[config.mk]
export PLATFORM = sky130hd
export DESIGN_NAME = rxb_status_reg
export DESIGN_NICKNAME = d
export VERILOG_FILES = /design/src/rtl/rxb_pkg.sv /design/src/rtl/rxb_data_hold.sv /design/src/rtl/rxb_err_flags.sv /design/src/rtl/rxb_status_reg.sv
export SDC_FILE = /design/constraint.sdc
export NUM_CORES = 1
export LEC_CHECK = 0
export BUFFER_PORTS_ARGS = -buffer_cell sky130_fd_sc_hd__clkbuf_2
export CORE_UTILIZATION = 30
export DETAILED_ROUTE_END_ITERATION = 6
export GPL_TIMING_DRIVEN = 0
export MAX_ROUTING_LAYER = met4
export PLACE_DENSITY = 0.8
export SLEW_MARGIN = 20
export SYNTH_ARGS = -nofsm -noshare
export SYNTH_HDL_FRONTEND = slang
export SYNTH_SLANG_ARGS = --single-unit
[constraint.sdc]
create_clock -name clk -period 0.9 [get_ports clk]
set_input_delay 0.18 -clock clk [delete_from_list [all_inputs] [get_ports clk]]
set_output_delay 0.18 -clock clk [all_outputs]
set_load 0.005 [all_outputs]
[src/rtl/rxb_pkg.sv]
`timescale 1ns/1ps
package rxb_pkg;
  localparam int REG_W   = 16;
  localparam int FRAME_W = 9;
  localparam int MODE_W  = 3;
  localparam int ARB_POS = 11;
  localparam int OVR_POS = 12;
  localparam int FER_POS = 13;
  localparam int PER_POS = 14;
  localparam int SUM_POS = 15;

  typedef struct packed {
    logic arb;
    logic ovr;
    logic fer;
    logic per;
  } rxb_flags_t;

  function automatic logic err_summary(rxb_flags_t f);
    return f.ovr | f.fer | f.per;
  endfunction

  function automatic logic [REG_W-1:0] pack_view(logic [FRAME_W-1:0] d, rxb_flags_t f);
    logic [REG_W-1:0] w;
    w = '0;
    w[FRAME_W-1:0] = d;
    w[ARB_POS] = f.arb;
    w[OVR_POS] = f.ovr;
    w[FER_POS] = f.fer;
    w[PER_POS] = f.per;
    w[SUM_POS] = err_summary(f);
    return w;
  endfunction
endpackage

[src/rtl/rxb_data_hold.sv]
`timescale 1ns/1ps
module rxb_data_hold #(
  parameter int FRAME_W = 9
) (
  input  logic               clk,
  input  logic               rst_n,
  input  logic               frame_done,
  input  logic [FRAME_W-1:0] frame_data,
  input  logic               lo_rd,
  output logic [FRAME_W-1:0] data_q,
  output logic               present_q
);
  logic consume;
  assign consume = lo_rd && !frame_done;

  always_ff @(posedge clk or negedge rst_n) begin
    if (!rst_n) begin
      data_q    <= '0;
      present_q <= 1'b0;
    end else begin
      if (frame_done) begin
        data_q    <= frame_data;
        present_q <= 1'b1;
      end else if (consume) begin
        present_q <= 1'b0;
      end
    end
  end

  a_r2_present_set: assert property (@(posedge clk) disable iff (!rst_n)
    frame_done |=> present_q);
  a_r2_present_clear: assert property (@(posedge clk) disable iff (!rst_n)
    consume |=> !present_q);
  a_r1_data_capture: assert property (@(posedge clk) disable iff (!rst_n)
    frame_done |=> (data_q == $past(frame_data)));
endmodule

[src/rtl/rxb_err_flags.sv]
`timescale 1ns/1ps
module rxb_err_flags
  import rxb_pkg::*;
#(
  parameter int MODE_W = 3
) (
  input  logic              clk,
  input  logic              rst_n,
  input  logic              frame_done,
  input  logic              frame_ferr,
  input  logic              frame_perr,
  input  logic              present_q,
  input  logic              lo_rd,
  input  logic [MODE_W-1:0] mode,
  input  logic              rx_en,
  input  logic              arb_lost,
  input  logic              arb_clr_wr,
  output rxb_flags_t        flags_q
);
  logic if_off, ovr_set, err_wipe;
  assign if_off   = (mode == '0) || !rx_en;
  assign ovr_set  = frame_done && present_q && !if_off;
  assign err_wipe = lo_rd && !frame_done;

  always_ff @(posedge clk or negedge rst_n) begin
    if (!rst_n) begin
      flags_q <= '0;
    end else begin
      if (if_off)       flags_q.ovr <= 1'b0;
      else if (ovr_set) flags_q.ovr <= 1'b1;

      if (frame_done) begin
        flags_q.fer <= frame_ferr;
        flags_q.per <= frame_perr;
      end else if (err_wipe) begin
        flags_q.fer <= 1'b0;
        flags_q.per <= 1'b0;
      end

      if (arb_lost)        flags_q.arb <= 1'b1;
      else if (arb_clr_wr) flags_q.arb <= 1'b0;
    end
  end

  a_r5_overrun_set: assert property (@(posedge clk) disable iff (!rst_n)
    (frame_done && present_q && rx_en && (mode != '0)) |=> flags_q.ovr);
  a_r6_overrun_clear: assert property (@(posedge clk) disable iff (!rst_n)
    (!rx_en || (mode == '0)) |=> !flags_q.ovr);
  a_r4_err_wipe: assert property (@(posedge clk) disable iff (!rst_n)
    (lo_rd && !frame_done) |=> (!flags_q.fer && !flags_q.per));
  a_r3_err_load: assert property (@(posedge clk) disable iff (!rst_n)
    frame_done |=> (flags_q.fer == $past(frame_ferr)) && (flags_q.per == $past(frame_perr)));
  a_r7_arb_hold: assert property (@(posedge clk) disable iff (!rst_n)
    (flags_q.arb && !arb_clr_wr) |=> flags_q.arb);
  a_r7_arb_set: assert property (@(posedge clk) disable iff (!rst_n)
    arb_lost |=> flags_q.arb);
endmodule

[src/rtl/rxb_status_reg.sv]
`timescale 1ns/1ps
module rxb_status_reg
  import rxb_pkg::*;
#(
  parameter int FW = rxb_pkg::FRAME_W,
  parameter int MW = rxb_pkg::MODE_W,
  parameter int RW = rxb_pkg::REG_W
) (
  input  logic          clk,
  input  logic          rst_n,
  input  logic          frame_done,
  input  logic [FW-1:0] frame_data,
  input  logic          frame_ferr,
  input  logic          frame_perr,
  input  logic          arb_lost,
  input  logic [MW-1:0] mode,
  input  logic          rx_en,
  input  logic          bus_rd,
  input  logic          bus_wr,
  input  logic [RW/8-1:0] bus_be,
  input  logic [RW-1:0] bus_wdata,
  output logic [RW-1:0] bus_rdata,
  output logic          data_present
);
  localparam int ARB_LANE = ARB_POS / 8;

  logic          lo_rd, arb_clr_wr;
  logic [FW-1:0] data_q;
  rxb_flags_t    flags_q;

  assign lo_rd      = bus_rd && bus_be[0];
  assign arb_clr_wr = bus_wr && bus_be[ARB_LANE] && !bus_wdata[ARB_POS];

  rxb_data_hold #(.FRAME_W(FW)) u_hold (
    .clk(clk), .rst_n(rst_n), .frame_done(frame_done), .frame_data(frame_data),
    .lo_rd(lo_rd), .data_q(data_q), .present_q(data_present)
  );

  rxb_err_flags #(.MODE_W(MW)) u_flags (
    .clk(clk), .rst_n(rst_n), .frame_done(frame_done), .frame_ferr(frame_ferr),
    .frame_perr(frame_perr), .present_q(data_present), .lo_rd(lo_rd), .mode(mode),
    .rx_en(rx_en), .arb_lost(arb_lost), .arb_clr_wr(arb_clr_wr), .flags_q(flags_q)
  );

  assign bus_rdata = pack_view(data_q, flags_q);

  a_r9_sum_follows_ovr: assert property (@(posedge clk) disable iff (!rst_n)
    $rose(bus_rdata[OVR_POS]) |-> bus_rdata[SUM_POS]);
endmodule

==> results of run 1 <==
worst reg2reg max path, delay by kind of cell (launching register included):
| kind | cells | cell delay, ns |
|---|---|---|
| AO/OA/AOI/OAI | 1 | 0.22 |
| buffers and inverters | 1 | 0.13 |
| flip-flops | 1 | 0.37 |
| AND/OR/NAND/NOR | 1 | 0.13 |
synthesized netlist by cell type:
master | count | area, um^2
buf_6 | 1 | 11.26
nor3b_2 | 1 | 12.51
a22o_2 | 2 | 20.02
a21o_1 | 1 | 7.510
a21o_2 | 1 | 8.760
mux2_2 | 9 | 101.4
buf_4 | 2 | 15.01
nor3_1 | 1 | 5.000
nor2b_1 | 2 | 12.51
a21oi_2 | 1 | 8.760
dfrtp_1 | 14 | 350.3
nand2_1 | 1 | 3.750
or3_1 | 1 | 6.260
nand3b_1 | 1 | 7.510
conb_1 | 1 | 3.750
worst paths after layout:
check	from	end	slack (ns)	cells past startpoint
worst max register to register	u_flags.flags_q[0]	u_flags.flags_q[0]	-0.06	3
worst min-delay path	arb_lost	u_flags.flags_q[3]	0.11	2
max in group asynchronous	rst_n	u_hold.data_q[7]	0.30	2
worst max-delay path	u_flags.flags_q[0]	bus_rdata[15]	-0.39	2
min in group asynchronous	rst_n	u_hold.data_q[3]	0.34	2
worst min register to register	u_flags.flags_q[3]	u_flags.flags_q[3]	0.50	1
routing by layer:
layer,wire length [um],vias up,GRT usage (%),part of all wire [%]
li1,-,232,-,-
met1,478,213,14.14,41
met2,607,21,20.00,52
met3,59,2,1.587,5.1
met4,17,0,8.824,1.5
met5,0,-,-,0
stage by stage:
stage / hold slack, ns / TNS (ns) / cell area, um^2
after global placement: 0.09788 / -0.5871 / 799.5
final: 0.1072 / -1.289 / 887.1
after detailed placement: 0.1039 / -0.6177 / 799.5
after floorplan: -0.1156 / -0.03099 / 578.1
after global routing: 0.1011 / -2.128 / 887.1
after CTS: 0.09065 / -1.560 / 869.6
sequential cells by signal (all words and copies together) (netlist names):
register	count
u_hold.data_q	9
u_hold.present_q	1
u_flags.flags_q	4
cell type report:
class                      instances  share of cell area, %
buffer                             3                  2.962
clock buffer                       3                  2.539
multi-input combinational         23                  22.71
sequential                        14                  39.49
tap                               25                  3.526
timing repair buffer              44                  28.77
placed cells by master (no fill, tap or decap), drive strengths merged:
cell type	Yosys	routed
nor3	1	1
nand2	1	1
dlygate4sd3	0	1
nor2b	2	2
nand3b	1	1
conb	1	2
dfrtp	14	14
a22o	2	2
a21o	2	2
a21oi	1	1
or3	1	1
nor3b	1	1
clkbuf	0	40
mux2	9	9
buf	3	9
cells by family (layout without fill, tap and decap cells):
group                  Yosys count  in the layout
other                            1              2
AO/OA/AOI/OAI                    5              5
AND/OR/NAND/NOR                  7              7
flip-flops                      14             14
buffers and inverters            3             50
multiplexers                     9              9
power by group through the flow:
stage / Sequential [mW] / Combinational [mW] / Clock, mW
floorplan: 0.733 / 0.0944 / 0
global placement: 0.726 / 0.229 / 0
detailed placement: 0.730 / 0.236 / 0
CTS: 0.714 / 0.269 / 0.353
global route: 0.722 / 0.308 / 0.385
finish: 0.713 / 0.277 / 0.324
what timing repair did:
action / CTS / global route
hold buffers: 1 / 0
setup endpoints to repair: 15 / 17
resized for setup: 2 / 2
buffers inserted: 4 / 2
pin swaps: 2 / 1
endpoints found under the hold margin: 14 / 0
==> results by group, run 1 <==
Run status
  – Status: finished, violations left
  – Violated checks: setup timing

Timing
  – Unrepaired setup endpoints after global routing: yes
  – Setup WS post-layout: -0.3860 ns
  – Max Freq: 777.6 MHz
  – Max-slew violation count: 0
  – Setup Viol. Count Final: 17
  – Setup Skew: 0.002486 ns
  – Final hold violation count: 0
  – Minimum clock period: 1.286 ns
  – Fin crit share: 142.9%

Power and ir drop
  – Comb pwr share: 21.1%
  – Tot Pwr: 1.314 mW
  – Seq pwr share: 54.3%
  – Leak: 0.4589 nW
  – Internal power: 1.018 mW
  – Clock network fraction of total power: 24.6%
  – Peak supply drop: 0.0009623 V
  – Switch Pwr: 0.2958 mW
  – Pwr/cell area: 1481 nW/um^2
  – Switching part of the total: 22.51%

Synth
  – Cell Area, Synth: 574.3 um^2
  – Synth Area in Adders: 0%
  – Seq/Total Area, Yosys: 61.00%
  – Average size of a mapped cell: 14.73 um^2
  – Post-Synth XOR/XNOR Area: 0%
  – Synth Area in Compound Gates: 7.843%
  – Library cells used by synthesis: 15
  – Synth Register Bits: 14
  – Syn. warnings: 0
  – Mux contribution to synthesized area: 17.65%
  – Synth Instances: 39
  – Largest family of logic cells by synthesized area: multiplexers
  – Synth Area in Simple Gates: 8.279%

Critical path
  – Slowest CP cell: dfrtp_1
  – Slowest stage delay, CP: 0.37 ns
  – Crit path cell chain: or3_1 -> clkbuf_2
  – Crit start category: flop
  – CP Class: flop to primary output
  – Largest delay share family, worst path: flip-flops
  – Crit path max fanout: 2
  – Crit path buf inv count: 1
  – Crit. End Element: primary output
  – Req. time, crit path: 0.72 ns
  – Critical Path AT: 1.11 ns

Final layout
  – Seq. cell area: 350.3 um^2
  – Fillers: 175
  – Area grow syn2layout: 54.47%
  – Area of the multi-input gates: 201.4 um^2
  – Final std cells w/o fill: 112
  – Final net count: 128
  – Core Util, Final: 50.28%
  – Diodes inserted: 0
  – Layout cells sized above 1: 72.41%

Placement
  – IO buf count: 38
  – Post-place setup slack: -0.1173 ns
  – Cells after DPL: 103
  – Routability cong.: 0.6671

Routing
  – Antenna Nets Post-Route: 0
  – Drt via density: 4.179
  – DR vias: 468
  – Final WL: 1163 um
  – TritonRoute pass-1 iters: 2
  – 1st-iter DRT viols: 4
  – DRC: 0
  – WL/cell: 10.38 um

Die
  – Initial Utilization: 32.55%
  – Die width: 45.76 um
  – Core area: 1764 um^2
  – Die area: 2094 um^2
  – DIE HEIGHT: 45.76 um
  – Site row count: 15
  – Ports: 56

Global route
  – Largest net degree at the start of global routing: 15
  – Vias in the first global route: 430
  – Initial antenna violation count: 0
  – Total Routing Usage GR: 12.43%
  – Congestion Overflow GR: 0
  – First-pass GRT wire length: 1745 um

CTS
  – Clock transition at path regs: 0.07 ns
  – CTS sink cnt: 14
  – CTS buffer count: 3
  – Clk_lat worst skew: 0.26 ns
  – Maximum root-to-sink buffer count: 2
  – CTS tree: built
  – Root Buffer: clkbuf_4
  – H-tree Lvls: 1

Job
  – Maxcap violations: 0

Hold path
  – Type of the worst min-delay path: primary input to flop
No activity file was read; power rests on OpenSTA's default activity.
==> run 2: changes to the inputs <==
CTS_BUF_LIST = sky130_fd_sc_hd__clkbuf_8 sky130_fd_sc_hd__clkbuf_16   (was default)
==> run 2 against run 1 <==
Compared with the run above: critical path depth unchanged; the run still ends with setup timing left; sequential power about the same; cell area is 2.1% higher; clock power grew 48%.
==> results by group, run 2 (synthesis gave the netlist of run 1 again) <==
Die
  – Site row count: 15
  – Die area: 2094 um^2
  – DIE HEIGHT: 45.76 um
  – Initial Utilization: 32.55%
  – Core area: 1764 um^2
  – Die width: 45.76 um
  – Ports: 56

Power and ir drop
  – Pwr/cell area: 1627 nW/um^2
  – Peak supply drop: 0.001068 V
  – Leak: 0.4667 nW

Global route
  – First-pass GRT wire length: 1738 um
  – Initial antenna violation count: 0
  – Largest net degree at the start of global routing: 15
  – Congestion Overflow GR: 0
  – Total Routing Usage GR: 12.43%
  – Vias in the first global route: 424

Placement
  – IO buf count: 38
  – Cells after DPL: 103
  – Post-place setup slack: -0.1173 ns
  – Routability cong.: 0.6671

CTS
  – Maximum root-to-sink buffer count: 2
  – Root Buffer: clkbuf_8
  – CTS tree: built
  – Clk_lat worst skew: 0.23 ns
  – Clock transition at path regs: 0.05 ns
  – H-tree Lvls: 1
  – CTS buffer count: 3
  – CTS sink cnt: 14

Routing
  – DR top layer: met4
  – M1 WL: 486 um
  – DR WL met2: 605 um
  – DRC: 0
  – DR vias: 465
  – Antenna Nets Post-Route: 0
  – Met3 WL: 59 um
  – Drt via density: 4.152
  – WL/cell: 10.44 um
  – TritonRoute pass-1 iters: 2
  – 1st-iter DRT viols: 4
  – Final WL: 1169 um

Critical path
  – Slowest CP cell: dfrtp_1
  – CP Class: flop to primary output
  – Slowest stage delay, CP: 0.37 ns
  – Crit. End Element: primary output
  – Crit path cell chain: or3_1 -> clkbuf_2
  – Crit start category: flop
  – R2R cell count: 3
  – Crit path max fanout: 2
  – Req. time, crit path: 0.72 ns
  – Critical Path AT: 1.07 ns

Timing
  – Unrepaired setup endpoints after global routing: yes
  – Final hold violation count: 0
  – Setup Viol. Count Final: 10
  – Setup Skew: 0.003141 ns
  – Setup TNS: -0.7785 ns
  – Minimum clock period: 1.249 ns
  – Hold WS: 0.1393 ns
  – Max Freq: 800.6 MHz
  – Fin crit share: 138.8%
  – Max-slew violation count: 0
  – Setup WS post-layout: -0.3491 ns

Final layout
  – Seq. cell area: 350.3 um^2
  – Commonest non-fill, non-tap cells in the layout: 37 x clkbuf_2, 14 x dfrtp_1, 9 x mux2_2, 5 x buf_6, 4 x buf_4
  – Diodes inserted: 0
  – Final std cells w/o fill: 112
  – Core Util, Final: 51.35%
  – Final net count: 128
  – Layout cells sized above 1: 72.41%
  – Biggest regs: u_hold.data_q x9, u_flags.flags_q x4, u_hold.present_q x1
  – Fillers: 173
  – Largest reg by FF count: u_hold.data_q
  – Largest register FFs: 9
  – Area of the multi-input gates: 201.4 um^2
  – Area grow syn2layout: 57.73%
  – Commonest non-fill, non-tap cell in the layout: clkbuf_2

Hold path
  – Hold Crit Depth: 2
  – Type of the worst min-delay path: primary input to flop

Run status
  – Violated checks: setup timing
  – Status: finished, violations left

Job
  – Maxcap violations: 0
[run 2: cell counts in the layout (fill, tap and decap cells not counted)]
No cell type changed its count.
[run 2: power breakdown]
| part | switching (mW) | total (mW) | internal (mW) | leakage [nW] |
|---|---|---|---|---|
| Sequential | 0.0278 | 0.715 | 0.687 | 0.163 |
| Clock | 0.187 | 0.481 | 0.294 | 0.0216 |
| Combinational | 0.0989 | 0.277 | 0.178 | 0.283 |
| Total | 0.314 | 1.47 | 1.16 | 0.467 |
[run 2: path summary, 6_finish.rpt]
kind	startpoint	end	slack, ns
worst max-delay path	u_flags.flags_q[0]	bus_rdata[15]	-0.35
worst min-delay path	arb_lost	u_flags.flags_q[3]	0.14
worst max register to register	u_flags.flags_q[0]	u_flags.flags_q[0]	-0.05
worst min register to register	u_flags.flags_q[3]	u_flags.flags_q[3]	0.49
max in group asynchronous	rst_n	u_hold.data_q[0]	0.27
min in group asynchronous	rst_n	u_hold.data_q[3]	0.38
[run 2: layer usage]
| layer | track usage [%] | up-vias |
|---|---|---|
| li1 | - | 230 |
| met5 | - | - |
| met4 | 8.824 | 0 |
| met2 | 19.71 | 21 |
| met3 | 1.587 | 2 |
| met1 | 14.39 | 212 |
[run 2: stage by stage]
step | power, mW | cell area [um^2]
6_report | 1.474 | 905.9
5_1_grt | 1.572 | 905.9
4_1_cts | 1.490 | 888.4
3_5_place_dp | 0.9653 | 799.5
3_3_place_gp | 0.9553 | 799.5
2_1_floorplan | 0.8276 | 578.1
[run 2: layout make-up]
cell class              instances  share of cell area (%)
multi-input cells              23                   22.24
flip-flops and latches         14                   38.67
plain buffers                   3                   2.901
well taps                      25                   3.453
repair buffers                 44                   28.18
clock buffers                   3                   4.558
[run 2: critical path, delay by kind of cell (launching register included)]
| kind | cells | cell delay (ns) |
|---|---|---|
| flip-flops | 1 | 0.37 |
| AND/OR/NAND/NOR | 1 | 0.36 |
| buffers and inverters | 1 | 0.11 |
[run 2: what timing repair did]
action	4_1_cts	5_1_grt
endpoints found under the setup margin	14	17
buffers inserted	4	2
pin swaps	2	1
gates cloned	0	0
resized for setup	2	2
hold buffers	1	0
endpoints found under the hold margin	14	0
==> run 3: changes to the inputs <==
==> constraint.sdc (replaced) <==
create_clock -name clk -period 0.9 [get_ports clk]
set_input_delay 0.135 -clock clk [delete_from_list [all_inputs] [get_ports clk]]
set_output_delay 0.135 -clock clk [all_outputs]
set_load 0.005 [all_outputs]
==> run 3 against run 2 <==
Compared with the run above: the flow still finishes with violations (setup timing); combinational power shrank 6%; non-clock buffer count is 1 lower; power is 7.0% higher; cell area is 0.55% lower.
==> results by group, run 3 (synthesis gave the netlist of run 1 again) <==
Die
  – Initial Utilization: 32.55%
  – Ports: 56
  – Site row count: 15
  – Core area: 1764 um^2
  – Die area: 2094 um^2
  – Die width: 45.76 um
  – DIE HEIGHT: 45.76 um

Critical path
  – CP Depth: 2
  – Reg2reg setup slack: -0.06 ns
  – CP Class: flop to primary output
  – Largest delay share family, worst path: flip-flops
  – Slowest stage delay, CP: 0.37 ns
  – Req. time, crit path: 0.76 ns
  – Crit start category: flop
  – Crit path buf inv count: 1
  – Crit path cell chain: or3_1 -> clkbuf_2
  – Critical Path AT: 1.10 ns
  – Worst R2R End: u_flags.flags_q[1]
  – Crit path max fanout: 2
  – Crit. End Element: primary output
  – Reg2reg start: u_flags.flags_q[1]
  – Slowest CP cell: dfrtp_1
  – R2R cell count: 3

Job
  – Maxcap violations: 0

Final layout
  – Fillers: 186
  – Largest register FFs: 9
  – Commonest non-fill, non-tap cells in the layout: 37 x clkbuf_2, 14 x dfrtp_1, 9 x mux2_2, 6 x buf_4, 4 x clkbuf_8
  – Layout cells sized above 1: 72.41%
  – Area grow syn2layout: 56.86%
  – Final std cells w/o fill: 112
  – Seq. cell area: 350.3 um^2
  – Biggest regs: u_hold.data_q x9, u_flags.flags_q x4, u_hold.present_q x1
  – Post-route cell area: 900.9 um^2
  – Commonest non-fill, non-tap cell in the layout: clkbuf_2
  – Largest reg by FF count: u_hold.data_q
  – Area of the multi-input gates: 201.4 um^2
  – Diodes inserted: 0
  – Final net count: 127

Timing
  – Minimum clock period: 1.236 ns
  – Setup Skew: 0.001253 ns
  – Final hold violation count: 0
  – Setup WS post-layout: -0.3356 ns
  – Max Freq: 809.3 MHz
  – Setup Viol. Count Final: 4
  – Fin crit share: 137.3%
  – Max-slew violation count: 0
  – Unrepaired setup endpoints after global routing: yes

CTS
  – CTS tree: built
  – Maximum root-to-sink buffer count: 2
  – CTS buffer count: 3
  – H-tree Lvls: 1
  – Clock transition at path regs: 0.06 ns
  – CTS sink cnt: 14
  – Clk_lat worst skew: 0.24 ns
  – Root Buffer: clkbuf_8

Routing
  – Antenna Nets Post-Route: 0
  – Drt via density: 4.161
  – 1st-iter DRT viols: 1
  – DRC: 0
  – DR vias: 466
  – WL/cell: 10.52 um
  – Final WL: 1178 um
  – TritonRoute pass-1 iters: 2

Global route
  – Congestion Overflow GR: 0
  – Initial antenna violation count: 0
  – First-pass GRT wire length: 1794 um
  – Largest net degree at the start of global routing: 15
  – Total Routing Usage GR: 12.76%
  – Vias in the first global route: 433

Power and ir drop
  – Peak supply drop: 0.0009828 V
  – Leak: 0.4649 nW
  – Tot Pwr: 1.577 mW
  – Pwr/cell area: 1751 nW/um^2

Placement
  – Placed cell areas: 799.5 um^2
  – Routability cong.: 0.6750
  – Cells after DPL: 103
  – Post-place setup slack: -0.07215 ns
  – IO buf count: 38

Run status
  – Status: finished, violations left
  – Violated checks: setup timing

Hold path
  – HP Start: arb_lost
  – Hold Path End: u_flags.flags_q[3]
  – Type of the worst min-delay path: primary input to flop
  – Hold Crit Depth: 2
run 3: cell type report:
class | instances | area share [%]
well taps | 25 | 3.472
repair buffers | 43 | 26.25
plain buffers | 3 | 2.917
multi-input cells | 23 | 22.36
clock buffers | 4 | 6.111
flip-flops and latches | 14 | 38.89
run 3: worst max path at each step:
stage	to	from
finish	bus_rdata[15]	u_flags.flags_q[1]
global route	bus_rdata[15]	u_flags.flags_q[1]
CTS	bus_rdata[15]	u_flags.flags_q[1]
detailed placement	bus_rdata[15]	u_flags.flags_q[1]
global placement	bus_rdata[15]	u_flags.flags_q[2]
floorplan	bus_rdata[15]	u_flags.flags_q[1]
run 3: worst reg2reg max path, cell delays in order, from the launching register on:
cell     delay (ns)
dfrtp_1        0.37
buf_4          0.13
nor2b_1        0.13
a22o_2         0.22
run 3: per-layer routing:
layer  vias up  part of all wire [%]  global-route usage, %
met5         -                     0                      -
met4         0                     0                  7.059
met3         0                   4.6                  2.778
met2        19                    56                  19.71
met1       219                    40                  15.35
li1        228                     -                      -
run 3: power by group:
part           switching, mW  internal [mW]
sequential            0.0285          0.687
clock                  0.214          0.387
combinational         0.0962          0.165
run 3: metrics by stage:
step / TNS (ns) / util [%] / hold WS (ns)
detailed placement: -0.2795 / 45.32 / 0.06468
global placement: -0.2345 / 45.32 / 0.05107
floorplan: 0 / - / -0.1606
CTS: -0.5332 / 50.28 / 0.07321
finish: -0.5604 / 51.06 / 0.07493
global route: -0.7257 / 51.06 / 0.07960
run 3: timing repair:
| item | 4_1_cts | 5_1_grt |
|---|---|---|
| hold buffers | 1 | 0 |
| resized for setup | 0 | 1 |
| setup buffers | 3 | 2 |
| setup endpoints to repair | 2 | 8 |
| endpoints found under the hold margin | 14 | 0 |
